## src/rtl/cmdq_regs_pkg.sv

```systemverilog
package cmdq_regs_pkg;
    localparam int DATA_W   = 16;
    localparam int ADDR_W   = 6;
    localparam int NUM_PTR  = 8;
    localparam int NUM_HALF = 2 * NUM_PTR;
    localparam int FLAG_W   = 5;

    localparam logic [DATA_W-1:0] LO_MASK        = 16'hFFE0;
    localparam logic [DATA_W-1:0] HI_MASK_NARROW = 16'h03FF;
    localparam logic [DATA_W-1:0] HI_MASK_WIDE   = 16'h1FFF;

    localparam logic [ADDR_W-1:0] A_STATUS = 6'h10;
    localparam logic [ADDR_W-1:0] A_CTRL   = 6'h11;
    localparam logic [ADDR_W-1:0] A_CLEAR  = 6'h12;
    localparam logic [ADDR_W-1:0] A_TOKEN  = 6'h13;
    localparam logic [ADDR_W-1:0] A_PERF   = 6'h14;

    localparam logic [DATA_W-1:0] STATUS_RST  = 16'h000C;
    localparam logic [3:0]        METRIC_CPV  = 4'hE;
    localparam logic [DATA_W-1:0] CPV_VALUE   = 16'd4;

    typedef enum logic [3:0] {
        K_NONE, K_PTR, K_STATUS, K_CTRL, K_CLEAR, K_TOKEN, K_PERF, K_CLIP, K_METRIC
    } reg_kind_e;

    typedef struct packed {
        reg_kind_e  kind;
        logic [3:0] idx;
    } dec_t;

    function automatic logic [DATA_W-1:0] hi_mask(input logic wide);
        return wide ? HI_MASK_WIDE : HI_MASK_NARROW;
    endfunction

    function automatic logic [DATA_W-1:0] clip_value(input logic [1:0] sel);
        case (sel)
            2'd2:    return 16'd640;
            2'd3:    return 16'd480;
            default: return 16'd0;
        endcase
    endfunction
endpackage

```

## src/rtl/cmdq_addr_decode.sv

```systemverilog
module cmdq_addr_decode
    import cmdq_regs_pkg::*;
(
    input  logic [ADDR_W-1:0] addr,
    output dec_t              dec
);
    always_comb begin
        dec.kind = K_NONE;
        dec.idx  = addr[3:0];
        if (addr < ADDR_W'(NUM_HALF)) begin
            dec.kind = K_PTR;
        end else if (addr[5:2] == 4'b0110) begin
            dec.kind = K_CLIP;
        end else if (addr[5:4] == 2'b10 && addr[3:0] != 4'hF) begin
            dec.kind = K_METRIC;
        end else begin
            case (addr)
                A_STATUS: dec.kind = K_STATUS;
                A_CTRL:   dec.kind = K_CTRL;
                A_CLEAR:  dec.kind = K_CLEAR;
                A_TOKEN:  dec.kind = K_TOKEN;
                A_PERF:   dec.kind = K_PERF;
                default:  dec.kind = K_NONE;
            endcase
        end
    end
endmodule

```

## src/rtl/cmdq_ptr_half.sv

```systemverilog
module cmdq_ptr_half
    import cmdq_regs_pkg::*;
#(
    parameter bit IS_HI = 1'b0
) (
    input  logic              clk,
    input  logic              rst,
    input  logic              we,
    input  logic              wide,
    input  logic [DATA_W-1:0] wdata,
    output logic [DATA_W-1:0] q
);
    logic [DATA_W-1:0] mask;

    generate
        if (IS_HI) begin : g_hi
            assign mask = hi_mask(wide);
        end else begin : g_lo
            assign mask = LO_MASK;
        end
    endgenerate

    always_ff @(posedge clk) begin
        if (rst)     q <= '0;
        else if (we) q <= wdata & mask;
    end


    half_store_chk: assert property (@(posedge clk) disable iff (rst)
        we |=> q == ($past(wdata) & (IS_HI ? hi_mask($past(wide)) : LO_MASK)));
endmodule

```

## src/rtl/cmdq_read_mux.sv

```systemverilog
module cmdq_read_mux
    import cmdq_regs_pkg::*;
(
    input  dec_t                       dec,
    input  logic [NUM_HALF*DATA_W-1:0] halves,
    input  logic [DATA_W-1:0]          status,
    input  logic [DATA_W-1:0]          ctrl,
    input  logic [DATA_W-1:0]          clear,
    input  logic [DATA_W-1:0]          token,
    output logic [DATA_W-1:0]          data,
    output logic                       hit
);
    always_comb begin
        data = '0;
        hit  = 1'b1;
        case (dec.kind)
            K_PTR:    data = halves[dec.idx*DATA_W +: DATA_W];
            K_STATUS: data = status;
            K_CTRL:   data = ctrl;
            K_CLEAR:  data = clear;
            K_TOKEN:  data = token;
            K_PERF:   data = '0;
            K_CLIP:   data = clip_value(dec.idx[1:0]);
            K_METRIC: data = (dec.idx == METRIC_CPV) ? CPV_VALUE : '0;
            default:  hit  = 1'b0;
        endcase
    end
endmodule

```

## src/rtl/cmdq_reg_bank.sv

```systemverilog
module cmdq_reg_bank
    import cmdq_regs_pkg::*;
(
    input  logic                      clk,
    input  logic                      rst,
    input  logic                      wide_addr,
    input  logic                      bus_wr,
    input  logic                      bus_rd,
    input  logic [5:0]                bus_addr,
    input  logic [15:0]               bus_wdata,
    output logic [15:0]               bus_rdata,
    output logic                      bus_err,
    input  logic [4:0]                stat_flags,
    output logic [255:0]              ptr_flat,
    output logic [15:0]               ctrl_q,
    output logic [15:0]               clear_q,
    output logic [15:0]               token_q,
    output logic                      ctrl_wr_pulse
);
    dec_t                       dec;
    logic [NUM_HALF*DATA_W-1:0] halves;
    logic [DATA_W-1:0]          status_q;
    logic [DATA_W-1:0]          rd_data;
    logic                       rd_hit;

    cmdq_addr_decode u_dec (.addr(bus_addr), .dec(dec));

    genvar h;
    generate
        for (h = 0; h < NUM_HALF; h++) begin : g_half
            cmdq_ptr_half #(.IS_HI(h % 2 == 1)) u_half (
                .clk   (clk),
                .rst   (rst),
                .we    (bus_wr && dec.kind == K_PTR && dec.idx == 4'(h)),
                .wide  (wide_addr),
                .wdata (bus_wdata),
                .q     (halves[h*DATA_W +: DATA_W])
            );
        end
    endgenerate

    assign ptr_flat = halves;

    always_ff @(posedge clk) begin
        if (rst) begin
            ctrl_q        <= '0;
            clear_q       <= '0;
            token_q       <= '0;
            status_q      <= STATUS_RST;
            ctrl_wr_pulse <= 1'b0;
        end else begin
            status_q      <= {{(DATA_W-FLAG_W){1'b0}}, stat_flags};
            ctrl_wr_pulse <= bus_wr && dec.kind == K_CTRL;
            if (bus_wr && dec.kind == K_CTRL)  ctrl_q  <= bus_wdata;
            if (bus_wr && dec.kind == K_CLEAR) clear_q <= bus_wdata;
            if (bus_wr && dec.kind == K_TOKEN) token_q <= bus_wdata;
        end
    end

    cmdq_read_mux u_mux (
        .dec    (dec),
        .halves (halves),
        .status (status_q),
        .ctrl   (ctrl_q),
        .clear  (clear_q),
        .token  (token_q),
        .data   (rd_data),
        .hit    (rd_hit)
    );

    always_ff @(posedge clk) begin
        if (rst) begin
            bus_rdata <= '0;
            bus_err   <= 1'b0;
        end else begin
            bus_err <= bus_rd && !rd_hit;
            if (bus_rd) bus_rdata <= rd_data;
        end
    end


    ctrl_pulse_chk: assert property (@(posedge clk) disable iff (rst)
        ctrl_wr_pulse |-> ctrl_q == $past(bus_wdata));


    err_zero_chk: assert property (@(posedge clk) disable iff (rst)
        bus_err |-> bus_rdata == '0);


    err_follows_rd_chk: assert property (@(posedge clk) disable iff (rst)
        bus_err |-> $past(bus_rd));


    genvar p;
    generate
        for (p = 0; p < NUM_PTR; p++) begin : g_align
            lo_align_chk: assert property (@(posedge clk) disable iff (rst)
                ptr_flat[p*32 +: 5] == 5'd0);
        end
    endgenerate


    status_ro_chk: assert property (@(posedge clk) disable iff (rst)
        (bus_wr && bus_addr == A_STATUS) |=> status_q == 16'($past(stat_flags)));
endmodule

```

## config.mk

```make
export PLATFORM = sky130hd
export DESIGN_NAME = cmdq_reg_bank
export DESIGN_NICKNAME = d
export VERILOG_FILES = /design/src/rtl/cmdq_regs_pkg.sv /design/src/rtl/cmdq_addr_decode.sv /design/src/rtl/cmdq_ptr_half.sv /design/src/rtl/cmdq_read_mux.sv /design/src/rtl/cmdq_reg_bank.sv
export SDC_FILE = /design/constraint.sdc
export NUM_CORES = 1
export LEC_CHECK = 0
export BUFFER_PORTS_ARGS = -buffer_cell sky130_fd_sc_hd__buf_2
export CORE_MARGIN = 2
export CORE_UTILIZATION = 52
export CTS_CLUSTER_SIZE = 12
export DETAILED_ROUTE_END_ITERATION = 10
export GPL_TIMING_DRIVEN = 0
export MAX_ROUTING_LAYER = met4
export PLACE_DENSITY_LB_ADDON = 0.15
export SYNTH_ARGS = -nofsm -noshare
export SYNTH_HDL_FRONTEND = slang
export SYNTH_SLANG_ARGS = --single-unit
```

## constraint.sdc

```tcl
create_clock -name clk -period 2.9 [get_ports clk]
set_input_delay 0.87 -clock clk [delete_from_list [all_inputs] [get_ports clk]]
set_output_delay 0.87 -clock clk [all_outputs]
set_load 0.1 [all_outputs]
```

==> PnR_summary.wiki, run 1 <==
{| class="wikitable"
! Metric !! Value
|-
| Cell taking the most area after synthesis || sky130_fd_sc_hd__dfxtp_1
|-
| Post-layout worst setup margin || 0.480 ns
|-
| Wire length of the first global-routing pass || 67300 um
|-
| Endpoints failing setup || 0
|-
| Post-placement cell area || 14300 um2
|-
| Number of endpoints with negative hold slack in the final report || 0
|-
| Clock Pin Slew Worst Setup and Hold Paths || 0.06 ns
|-
| Share of the synthesized area in the top cell type || 43.1%
|-
| TritonCTS Sinks || 263
|-
| Design area || 15200 um2
|-
| Leakage Power || 6.72 nW
|-
| Max transition margin || 25.8%
|-
| Post-synthesis sequential element count || 263
|-
| Power Density || 544 nW/um2
|-
| Longest individual stage delay on the worst path || 0.51 ns
|-
| Total number of H-tree levels || 1
|-
| Critical Path Source Type || flop
|-
| Final Wtd Congestion || 0.983
|-
| Fin util || 65.1%
|-
| Period utilization || 83.5%
|-
| Count of routing violations after the opening detailed-route iteration || 1221
|-
| Cells traversed along the worst timing path || buf_2
|-
| Via count of the first global-routing pass || 10.7k
|-
| Area added between synthesis and finish || 23.9%
|-
| Wire length per cell || 22.6 um
|-
| Effective utilization at floorplan || 52.6%
|-
| Required time at the worst-slack endpoint || 2.03 ns
|-
| Floorplan core area || 23300 um2
|-
| Via-per-instance ratio || 5.66
|-
| Die W || 157 um
|-
| Met3 wire length || 5050 um
|-
| Sequential cell area fraction in the yosys report || 43.1%
|-
| Minimum clock period || 2.42 ns
|-
| Largest net degree at the start of global routing || 15
|-
| Number of enable-type register cells in the synthesized netlist || 0
|-
| Category of the worst setup path capture point || output pin
|-
| Worst Tran Pin Value || 1.11 ns
|-
| Max Fanout on Critical Path || 3
|-
| Area of the mapped netlist || 12200 um2
|-
| Setup Buffers After CTS || 0
|-
| Worst clock skew on the final layout || 0.0204 ns
|-
| Number of design rule violations left after detail routing || 0
|-
| Vertical die dimension || 157 um
|-
| RSZ-0062 raised after global routing || no
|-
| Source of the worst register-to-register timing path || g_half[0].u_half.q[8]$_SDFFE_PP0P_
|-
| Row count || 56
|-
| Clock latency on the worst-skew pair || 0.56 ns
|-
| Max stage delay cell, worst path || sky130_fd_sc_hd__dfxtp_1
|-
| TritonCTS Buffers || 28
|-
| N_diodes || 0
|-
| TritonCTS clock tree || yes
|-
| Total congestion overflow || 0
|-
| Result of the run || finished, final reports clean
|-
| Maximum achievable frequency || 413 MHz
|-
| IR drop worst, VDD || 446 uV
|-
| Critical path arrival || 1.55 ns
|-
| Detailed-routed wire length on met2 || 21100 um
|-
| I/O Buffers || 282
|-
| Filler cell count || 2119
|-
| Detailed-router iteration count before antenna repair || 7
|-
| Hold-fix buffers, CTS || 0
|-
| Count of yosys warnings during synthesis || 0
|-
| Top FF cell, synth || sky130_fd_sc_hd__dfxtp_1
|-
| Worst hold start || ctrl_q[3]$_SDFFE_PP0P_
|-
| Post-DP HPWL || 35600 um
|-
| Top-level I/O count || 354
|-
| Bufs on Longest Clock Path || 3
|-
| Nets || 1811
|-
| Number of cells upsized or downsized after cts || 0
|-
| Avg Cell Area, Syn || 8.71 um2
|-
| Cell at the root of the clock tree || sky130_fd_sc_hd__clkbuf_16
|-
| Die Area || 24800 um2
|-
| Top Family by Delay on Critical Path || flip-flops
|-
| Netlist cell types || 48
|-
| Highest routed metal layer || met4
|-
| Category of the critical setup timing path || reg2out
|-
| Number of max-capacitance violations reported || 0
|-
| Global-route usage over all layers || 38.1%
|-
| Worst slack on hold paths || 0.466 ns
|-
| Post-route antenna net violation count || 0
|-
| Bufs and invs on worst path || 1
|-
| Crit. Startpoint || g_half[2].u_half.q[12]$_SDFFE_PP0P_
|-
| Async set-reset flop share out of synthesis || 0%
|-
| Routed length on met1 || 19200 um
|-
| Total number of vias || 12.0k
|-
| Pins Over Slew Limit || 0
|-
| Proportion of layout cells with a drive suffix above 1 || 28.5%
|-
| Post-placement worst setup slack || 0.0253 ns
|-
| Initial antenna violation count || 0
|-
| Hold WC Path Type || reg2reg
|-
| WL final || 47700 um
|-
| Largest cells by area after synthesis || sky130_fd_sc_hd__dfxtp_1 (43%), sky130_fd_sc_hd__mux2i_1 (10%), sky130_fd_sc_hd__nand2_1 (8.6%)
|-
| Post-Synthesis Cells || 1404
|}
[cell usage in the layout, fill, tap and decap left out, types with 31 or more instances in the layout]
cell and instances:
sky130_fd_sc_hd__conb_1 64, sky130_fd_sc_hd__nand2_1 280, sky130_fd_sc_hd__o21ai_0 31, sky130_fd_sc_hd__dfxtp_1 263, sky130_fd_sc_hd__clkbuf_1 69, sky130_fd_sc_hd__nand3_1 66, sky130_fd_sc_hd__mux4_2 35, sky130_fd_sc_hd__buf_4 72
sky130_fd_sc_hd__buf_2 325, sky130_fd_sc_hd__mux2i_1 122, sky130_fd_sc_hd__nor2_1 104, sky130_fd_sc_hd__a21oi_1 182
[registers in the layout, indices dropped and copies added, names as in the netlist]
name,cells
bus_rdata,16
token_q,16
clear_q,16
status_q,5
ctrl_wr_pulse,1
ctrl_q,16
bus_err,1
g_half.u_half.q,192
[synth_stat cells (all sizes together) (9+ instances only)]
cell type / n
buf: 128
a21oi: 182
o21ai: 31
nor2: 105
a22oi: 12
dfxtp: 263
mux4: 35
clkbuf: 65
nand3: 66
nand4: 12
mux2i: 122
nor3: 9
mux2: 12
nand2: 281
nor2b: 16
[worst paths after layout]
path                                                   to  cells past startpoint  slack, ns
worst max-delay path                         ptr_flat[44]                      1       0.48
worst min register to register     ctrl_q[3]$_SDFFE_PP0P_                      2       0.47
worst min-delay path               ctrl_q[3]$_SDFFE_PP0P_                      2       0.47
worst max register to register  bus_rdata[8]$_SDFFE_PP0P_                      5       1.09
[logic make-up after synthesis]
| family | share of synthesized area, % |
|---|---|
| AO/OA/AOI/OAI | 11.7 |
| multiplexers | 17.5 |
| other | 0.0307 |
| buffers and inverters | 9.52 |
| AND/OR/NAND/NOR | 18.1 |
| flip-flops | 43.1 |
[through the flow]
step                instances  setup TNS, ns  total power [mW]
floorplan                1467              0              4.58
global placement         2068        -0.0406              4.81
detailed placement       2068              0              4.82
CTS                      2115              0              8.22
global route             2115              0              8.41
finish                   2115              0              8.24
[final cells by class]
type / count / area (um2) / area share [%]
buffer: 193 / 1130 / 7.48
clock buffer: 40 / 806 / 5.32
clock inverter: 7 / 71.3 / 0.471
inverter: 8 / 30.0 / 0.198
multi-input combinational: 1003 / 6030 / 39.8
sequential: 263 / 5270 / 34.8
tap: 319 / 399 / 2.63
timing repair buffer: 282 / 1410 / 9.32
[routing by layer]
| metal | track usage [%] | vias up |
|---|---|---|
| met1 | 49.4 | 5648 |
| met4 | 16.8 | 0 |
| met5 | - | - |
| li1 | - | 5435 |
| met3 | 8.18 | 138 |
| met2 | 57.4 | 751 |
[power by group]
part / switching, mW / leakage, nW / internal, mW / total [mW]
Sequential: 0.0156 / 2.12 / 3.63 / 3.65
Clock: 1.48 / 0.436 / 2.00 / 3.48
Combinational: 0.900 / 4.16 / 0.212 / 1.11
Note: power is estimated with default switching activity, not from simulation.
==> inputs of run 2 (changes only) <==
--- a/config.mk
+++ b/config.mk
@@ -7,7 +7,7 @@
 export LEC_CHECK = 0
 export BUFFER_PORTS_ARGS = -buffer_cell sky130_fd_sc_hd__buf_2
 export CORE_MARGIN = 2
-export CORE_UTILIZATION = 52
+export CORE_UTILIZATION = 47
 export CTS_CLUSTER_SIZE = 12
 export DETAILED_ROUTE_END_ITERATION = 10
 export GPL_TIMING_DRIVEN = 0
==> constraint.sdc (replaced) <==
create_clock -name clk -period 1.95 [get_ports clk]
set_input_delay 0.585 -clock clk [delete_from_list [all_inputs] [get_ports clk]]
set_output_delay 0.585 -clock clk [all_outputs]
set_load 0.1 [all_outputs]
==> run 2 against run 1 <==
- largest cell class unchanged
- via count grew 0.12%
- worst hold slack lost 0.26 ns
- design area grew 4.7%
- setup slack lost 0.50 ns
- count of clock-buffer cells in the layout grew 8
- utilization shrank 3.6 points
- the flow now finishes with violations (negative setup slack)
- final cell count grew 1.0%
- power grew 51%
- non-clock buffer count grew 2
- clock power grew 53%
==> PnR_summary.wiki, run 2 (synthesis gave the netlist of run 1 again) <==
{| class="wikitable"
! Metric !! Value
|-
| Result of the run || complete, but fails checks
|-
| Violated checks || negative setup slack
|-
| Portion of total power attributed to combinational logic || 13.4% (about the same)
|-
| Post-layout worst setup margin || -0.0205 ns (-0.500 ns)
|-
| Flop2flop setup slack || 0.12 ns (-0.97 ns)
|-
| Register containing the most flip-flops in the final layout || g_half.u_half.q
|-
| Required time at the worst-slack endpoint || 1.36 ns (-0.67 ns)
|-
| Count of routing violations after the opening detailed-route iteration || 1506 (+23%)
|-
| Power share of the clock group || 42.9% (+0.7 points)
|-
| I/O Buffers || 282 (unchanged)
|-
| Worst Hold Path EP || status_q[3]$_SDFF_PP1_
|-
| N_diodes || 0 (unchanged)
|-
| Most frequent cells in the layout || sky130_fd_sc_hd__nand2_1 (279), sky130_fd_sc_hd__dfxtp_1 (234), sky130_fd_sc_hd__buf_4 (201)
|-
| Leakage Power || 6.70 nW (-0.28%)
|-
| Die W || 165 um (+5.1%)
|-
| Total congestion overflow || 0 (unchanged)
|-
| Total Negative Setup Slacks || -0.0205 ns (-0.0205 ns)
|-
| Total number of vias || 12.0k (+0.12%)
|-
| Wire length of the first global-routing pass || 69000 um (+2.6%)
|-
| Category of the worst setup path capture point || output pin
|-
| TritonCTS Sinks || 263 (unchanged)
|-
| Longest individual stage delay on the worst path || 0.48 ns (-0.03 ns)
|-
| Post-route antenna net violation count || 0 (unchanged)
|-
| Detailed-router iteration count before antenna repair || 7 (unchanged)
|-
| Clock latency on the worst-skew pair || 0.56 ns (about the same)
|-
| Top Family by Delay on Critical Path || flip-flops
|-
| Effective utilization at floorplan || 47.5% (-5.1 points)
|-
| Switching Share || 29.2% (+0.13 points)
|-
| Via count of the first global-routing pass || 10.8k (+0.54%)
|-
| Pins Over Slew Limit || 0 (unchanged)
|-
| Vertical die dimension || 165 um (+5.1%)
|-
| Capture point of the worst reg-to-reg path || bus_rdata[8]$_SDFFE_PP0P_
|-
| Most common library cell in the layout ignoring fill and taps || sky130_fd_sc_hd__nand2_1
|-
| Worst hold start || stat_flags[3]
|-
| Number of design rule violations left after detail routing || 0 (unchanged)
|-
| Worst Tran Pin Value || 1.08 ns (-0.0347 ns)
|-
| Number of max-capacitance violations reported || 0 (unchanged)
|-
| Worst clock skew on the final layout || 0.0107 ns (-0.00963 ns)
|-
| Sw power || 3.63 mW (+51%)
|-
| Sequential group share of total power || 43.7% (-0.6 points)
|-
| Total chip power || 12.4 mW (+51%)
|-
| Wire length per cell || 22.7 um (+0.62%)
|-
| IR drop worst, VDD || 661 uV (+48%)
|-
| Stages on worst setup path || 1 (unchanged)
|-
| Pint || 8.80 mW (+50%)
|-
| Category of the critical setup timing path || reg2out
|-
| Number of endpoints with negative hold slack in the final report || 0 (unchanged)
|-
| Endpoints failing setup || 1 (+1)
|-
| Clock Pin Slew Worst Setup and Hold Paths || 0.07 ns (about the same)
|-
| Cells traversed along the worst timing path || buf_4
|-
| Bufs and invs on worst path || 1 (unchanged)
|-
| Minimum clock period || 1.97 ns
|-
| Initial antenna violation count || 0 (unchanged)
|-
| Power Density || 783 nW/um2 (+44%)
|-
| Critical Path Source Type || flop
|-
| Max stage delay cell, worst path || sky130_fd_sc_hd__dfxtp_1
|-
| Max transition margin || 28.1% (+2.3 points)
|-
| Max Fanout on Critical Path || 3 (unchanged)
|-
| Flip-flop count of the largest register, all copies and words added || 192 (unchanged)
|-
| Area added between synthesis and finish || 29.7%
|-
| Row count || 59 (+5.4%)
|-
| Register-to-Register Path Depth || 5 (unchanged)
|-
| Hold-fix buffers, CTS || 0 (unchanged)
|-
| WL final || 48500 um (+1.7%)
|-
| Cell at the root of the clock tree || sky130_fd_sc_hd__clkbuf_16
|-
| Die Area || 27300 um2 (+10%)
|-
| Total number of H-tree levels || 1 (unchanged)
|-
| Global-route usage over all layers || 35.3% (-2.8 points)
|-
| Period utilization || 101%
|-
| Critical path arrival || 1.39 ns (-0.16 ns)
|-
| Largest net degree at the start of global routing || 15 (unchanged)
|-
| Number of stages on the worst hold path || 2 (unchanged)
|-
| Maximum achievable frequency || 507 MHz
|-
| Post-DP HPWL || 36200 um (+1.7%)
|-
| Crit. Startpoint || g_half[2].u_half.q[12]$_SDFFE_PP0P_
|-
| Hold WC Path Type || in2reg
|-
| Proportion of layout cells with a drive suffix above 1 || 30.7% (+2.3 points)
|-
| Source of the worst register-to-register timing path || g_half[0].u_half.q[8]$_SDFFE_PP0P_
|-
| Floorplan core area || 25800 um2 (+11%)
|-
| TritonCTS Buffers || 28 (unchanged)
|-
| Bufs on Longest Clock Path || 3 (unchanged)
|-
| Top-level I/O count || 354 (unchanged)
|-
| TritonCTS clock tree || yes
|-
| Final non-filler cell total || 2137 (+1.0%)
|-
| Final Wtd Congestion || 0.969 (-1.4%)
|-
| Nets || 1813 (+0.11%)
|-
| Cells after DPL || 2084 (+0.77%)
|-
| Via-per-instance ratio || 5.61 (-0.91%)
|}
[run 2: cell types whose count changed in the layout (fill, tap and decap cells not counted), moves of 5 or more]
| cell | before | now |
|---|---|---|
| sky130_fd_sc_hd__dfxtp_1 | 263 | 234 |
| sky130_fd_sc_hd__buf_2 | 325 | 110 |
| sky130_fd_sc_hd__clkbuf_8 | 6 | 11 |
| sky130_fd_sc_hd__clkbuf_4 | 0 | 88 |
| sky130_fd_sc_hd__dfxtp_2 | 0 | 29 |
| sky130_fd_sc_hd__buf_4 | 72 | 201 |
[run 2: metal layers]
layer  wire length [um]  vias to the layer above  global-route usage (%)
met3               5310                      144                    5.72
met4               2420                        0                    14.9
met1              19000                     5627                    46.2
met5                  0                        -                       -
li1                   -                     5445                       -
met2              21800                      770                    54.6
[run 2: final cells by class]
type	instances	area (um2)
multi-input cells	1003	6080
repair buffers	285	1970
fillers	2331	9900
flip-flops and latches	263	5300
clock buffers	48	886
inverters	8	30.0
well taps	335	419
clock inverters	3	26.3
plain buffers	192	1150
[run 2: timing repair]
action | CTS | global route
resized for setup | 135 | 96
pin swaps | 0 | 4
setup endpoints to repair | 165 | 151
buffers inserted | 0 | 3
[run 2: how the worst max path moves through the flow]
stage	slack [ns]	endpoint
after floorplan	-0.04	bus_rdata[5]$_SDFFE_PP0P_
after global placement	-0.65	g_half[13].u_half.q[5]$_SDFFE_PP0P_
after detailed placement	-0.73	g_half[13].u_half.q[5]$_SDFFE_PP0P_
after CTS	0.0001	ptr_flat[122]
after global routing	-0.01	bus_rdata[8]$_SDFFE_PP0P_
final	-0.02	ptr_flat[44]
[run 2: through the flow]
| step | setup WS (ns) | utilization [%] | hold WS, ns | area [um2] |
|---|---|---|---|---|
| after floorplan | -0.0418 | - | 0.680 | 12500 |
| after global placement | -0.647 | 55.7 | 0.445 | 14300 |
| after detailed placement | -0.732 | 55.7 | 0.449 | 14300 |
| after CTS | 0.000126 | 60.5 | 0.208 | 15600 |
| after global routing | -0.0138 | 61.6 | 0.210 | 15900 |
| final | -0.0205 | 61.6 | 0.210 | 15900 |
[run 2: power groups by stage]
stage	Combinational, mW	Clock (mW)	Sequential, mW
finish	1.67	5.33	5.43
global placement	1.61	0	5.54
floorplan	1.11	0	5.71
detailed placement	1.62	0	5.54
global route	1.72	5.55	5.43
CTS	1.63	5.32	5.42
==> inputs of run 3 (changes only) <==
--- a/config.mk
+++ b/config.mk
@@ -5,6 +5,7 @@
 export SDC_FILE = /design/constraint.sdc
 export NUM_CORES = 1
 export LEC_CHECK = 0
+export ABC_AREA = 1
 export BUFFER_PORTS_ARGS = -buffer_cell sky130_fd_sc_hd__buf_2
 export CORE_MARGIN = 2
 export CORE_UTILIZATION = 47
==> run 3 against run 2 <==
- power rose by 3.6%
- final cell count rose by 16%
- the run still ends with negative setup slack left
- die area barely moved
==> PnR_summary.wiki, run 3 <==
{| class="wikitable"
! Metric !! Value
|-
| Result of the run || complete, but fails checks
|-
| Violated checks || negative setup slack
|-
| Hold WC Path Type || in2reg
|-
| Final Wtd Congestion || 0.993 (+2.4%)
|-
| TritonCTS Buffers || 29 (+3.6%)
|-
| Wire length of the first global-routing pass || 72900 um (+5.6%)
|-
| Area of the mapped netlist || 12200 um2 (about the same)
|-
| Proportion of layout cells with a drive suffix above 1 || 23.2% (-7.5 points)
|-
| Fin util || 60.2% (-1.4 points)
|-
| Clock Pin Slew Worst Setup and Hold Paths || 0.06 ns (about the same)
|-
| Total chip power || 12.9 mW (+3.6%)
|-
| Total number of vias || 13.3k (+11%)
|-
| Worst Tran Pin Value || 1.07 ns (-0.00746 ns)
|-
| Number of max-capacitance violations reported || 0 (unchanged)
|-
| Wire length per cell || 20.6 um (-9.4%)
|-
| Initial antenna violation count || 0 (unchanged)
|-
| Post-DP HPWL || 39100 um (+8.0%)
|-
| RSZ-0062 raised after global routing || no
|-
| Required time at the worst-slack endpoint || 1.36 ns (about the same)
|-
| Number of stages on the worst hold path || 2 (unchanged)
|-
| Post-layout worst setup margin || -0.00643 ns (+0.0141 ns)
|-
| Number of enable-type register cells in the synthesized netlist || 0 (unchanged)
|-
| Leakage Power || 7.33 nW (+9.5%)
|-
| Capture point of the worst reg-to-reg path || bus_rdata[11]$_SDFFE_PP0P_
|-
| Critical path arrival || 1.37 ns (-0.02 ns)
|-
| TritonCTS clock tree || yes
|-
| Number of design rule violations left after detail routing || 0 (unchanged)
|-
| Avg Cell Area, Syn || 7.01 um2 (-20%)
|-
| Post-Synthesis Cells || 1744 (+24%)
|-
| Total congestion overflow || 0 (unchanged)
|-
| Flop2flop setup slack || 0.43 ns (+0.31 ns)
|-
| Bufs on Longest Clock Path || 3 (unchanged)
|-
| Nets || 2152 (+19%)
|-
| Cell taking the most area after synthesis || sky130_fd_sc_hd__dfxtp_1
|-
| Crit. Startpoint || g_half[13].u_half.q[12]$_SDFFE_PP0P_
|-
| Category of the critical setup timing path || reg2out
|-
| Number of endpoints with negative hold slack in the final report || 0 (unchanged)
|-
| Global-route usage over all layers || 37.1% (+1.8 points)
|-
| Largest cells by area after synthesis || sky130_fd_sc_hd__dfxtp_1 (43%), sky130_fd_sc_hd__o21ai_0 (9.9%), sky130_fd_sc_hd__nand2_1 (9.7%)
|-
| Cell at the root of the clock tree || sky130_fd_sc_hd__clkbuf_16
|-
| Minimum clock period || 1.96 ns (-0.0141 ns)
|-
| Count of yosys warnings during synthesis || 0 (unchanged)
|-
| Register-to-Register Path Depth || 10 (+5)
|-
| Largest net degree at the start of global routing || 14 (-1)
|-
| Most common library cell in the layout ignoring fill and taps || sky130_fd_sc_hd__nand2_1
|-
| Post-synthesis sequential element count || 263 (unchanged)
|-
| Dominant cell by count in the synthesized netlist || sky130_fd_sc_hd__nand2_1
|-
| Register containing the most flip-flops in the final layout || g_half.u_half.q
|-
| Endpoints failing setup || 3 (+2)
|-
| Source of the worst register-to-register timing path || g_half[1].u_half.q[11]$_SDFFE_PP0P_
|-
| Bufs and invs on worst path || 1 (unchanged)
|-
| Worst Hold Path EP || status_q[3]$_SDFF_PP1_
|-
| Sequential cell area fraction in the yosys report || 43.1% (about the same)
|-
| Post-placement worst setup slack || -0.572 ns (+0.160 ns)
|-
| Cells traversed along the worst timing path || buf_4
|-
| Top-level I/O count || 354 (unchanged)
|-
| Critical Path Source Type || flop
|-
| Longest individual stage delay on the worst path || 0.47 ns (about the same)
|-
| Async set-reset flop share out of synthesis || 0% (unchanged)
|-
| Floorplan core area || 25800 um2 (unchanged)
|-
| Vertical die dimension || 165 um (about the same)
|-
| Row count || 59 (unchanged)
|-
| Top Family by Delay on Critical Path || flip-flops
|-
| Die Area || 27300 um2 (about the same)
|-
| Most used standard cells in the synthesized netlist || sky130_fd_sc_hd__nand2_1 (315), sky130_fd_sc_hd__dfxtp_1 (263), sky130_fd_sc_hd__o21ai_0 (242), sky130_fd_sc_hd__nor2_1 (236), sky130_fd_sc_hd__a21oi_1 (191)
|-
| Die W || 165 um (about the same)
|-
| Via count of the first global-routing pass || 12.0k (+11%)
|-
| Flip-flop count of the largest register, all copies and words added || 192 (unchanged)
|-
| Worst clock skew on the final layout || 0.0155 ns (+0.00479 ns)
|-
| Count of routing violations after the opening detailed-route iteration || 1303 (-13%)
|-
| Period utilization || 100% (-0.72 points)
|-
| Total number of H-tree levels || 1 (unchanged)
|-
| Max Fanout on Critical Path || 3 (unchanged)
|-
| Worst hold start || stat_flags[3]
|-
| Max transition margin || 28.6% (+0.50 points)
|-
| Most frequent cells in the layout || sky130_fd_sc_hd__nand2_1 (315), sky130_fd_sc_hd__dfxtp_1 (263), sky130_fd_sc_hd__o21ai_0 (241)
|-
| Power Density || 830 nW/um2 (+5.9%)
|-
| Hold-fix buffers, CTS || 0 (unchanged)
|-
| Netlist cell types || 37 (-23%)
|-
| Post-route antenna net violation count || 0 (unchanged)
|-
| Max stage delay cell, worst path || sky130_fd_sc_hd__dfxtp_1
|-
| Top FF cell, synth || sky130_fd_sc_hd__dfxtp_1
|-
| Clock latency on the worst-skew pair || 0.55 ns (about the same)
|-
| Effective utilization at floorplan || 47.4% (about the same)
|-
| Pins Over Slew Limit || 0 (unchanged)
|-
| Share of the synthesized area in the top cell type || 43.1% (about the same)
|-
| Category of the worst setup path capture point || output pin
|-
| Detailed-router iteration count before antenna repair || 6 (-1)
|-
| Maximum achievable frequency || 511 MHz (+0.72%)
|-
| IR drop worst, VDD || 639 uV (-3.4%)
|-
| Via-per-instance ratio || 5.36 (-4.4%)
|-
| I/O Buffers || 280 (-0.71%)
|-
| WL final || 50900 um (+5.0%)
|-
| Area added between synthesis and finish || 26.9%
|-
| TritonCTS Sinks || 263 (unchanged)
|}
run 3: what timing repair did:
item / 4_1_cts / 5_1_grt
gates cloned: 0 / 0
endpoints found under the setup margin: 70 / 98
resized for setup: 69 / 60
setup buffers: 0 / 2
run 3: metal layers:
| metal | up-vias | share of wire (%) | GRT usage (%) |
|---|---|---|---|
| met5 | - | 0 | - |
| met4 | 0 | 5.1 | 15.8 |
| met3 | 144 | 9.9 | 5.07 |
| met2 | 759 | 43 | 55.7 |
| met1 | 6148 | 42 | 50.3 |
| li1 | 6229 | - | - |
run 3: final cells by class:
cell class / instances / area [um2]
Antenna cell: 1 / 2.50
Buffer: 176 / 1030
Clock buffer: 45 / 856
Clock inverter: 7 / 65.1
Fill cell: 2547 / 10300
Inverter: 198 / 754
Multi-Input combinational cell: 1170 / 5430
Sequential cell: 263 / 5270
Tap cell: 335 / 419
Timing Repair Buffer: 282 / 1690
run 3: worst max path at each step:
stage,slack [ns],depth (start not counted),end
4_1_cts,0.00002,1,ptr_flat[53]
5_1_grt,0.0007,1,ptr_flat[214]
3_3_place_gp,-0.55,10,bus_rdata[12]$_SDFFE_PP0P_
3_5_place_dp,-0.57,6,ctrl_q[14]$_SDFFE_PP0P_
6_report,-0.006,1,ptr_flat[220]
2_1_floorplan,0.10,10,ctrl_q[7]$_SDFFE_PP0P_
run 3: logic make-up after synthesis:
family                 synth area share [%]
other                                0.0307
AOI/OAI and AO/OA                      21.0
and+or+nand+nor                        21.4
buffers and inverters                  14.5
DFF                                    43.1
run 3: metrics by stage:
step | setup TNS, ns | hold WS [ns] | cells | cell area [um2]
2_1_floorplan | 0 | 0.629 | 1807 | 12500
3_3_place_gp | -70.24 | 0.454 | 2422 | 14300
3_5_place_dp | -76.77 | 0.455 | 2422 | 14300
4_1_cts | 0 | 0.215 | 2474 | 15400
5_1_grt | 0 | 0.232 | 2476 | 15500
6_report | -0.0124 | 0.223 | 2477 | 15500
run 3: where the power goes:
part	total, mW	switching (mW)	leakage [nW]	internal [mW]
Sequential	5.46	0.0358	2.12	5.43
Clock	5.38	2.26	0.448	3.13
Combinational	2.02	1.65	4.76	0.373
Total	12.9	3.94	7.33	8.92
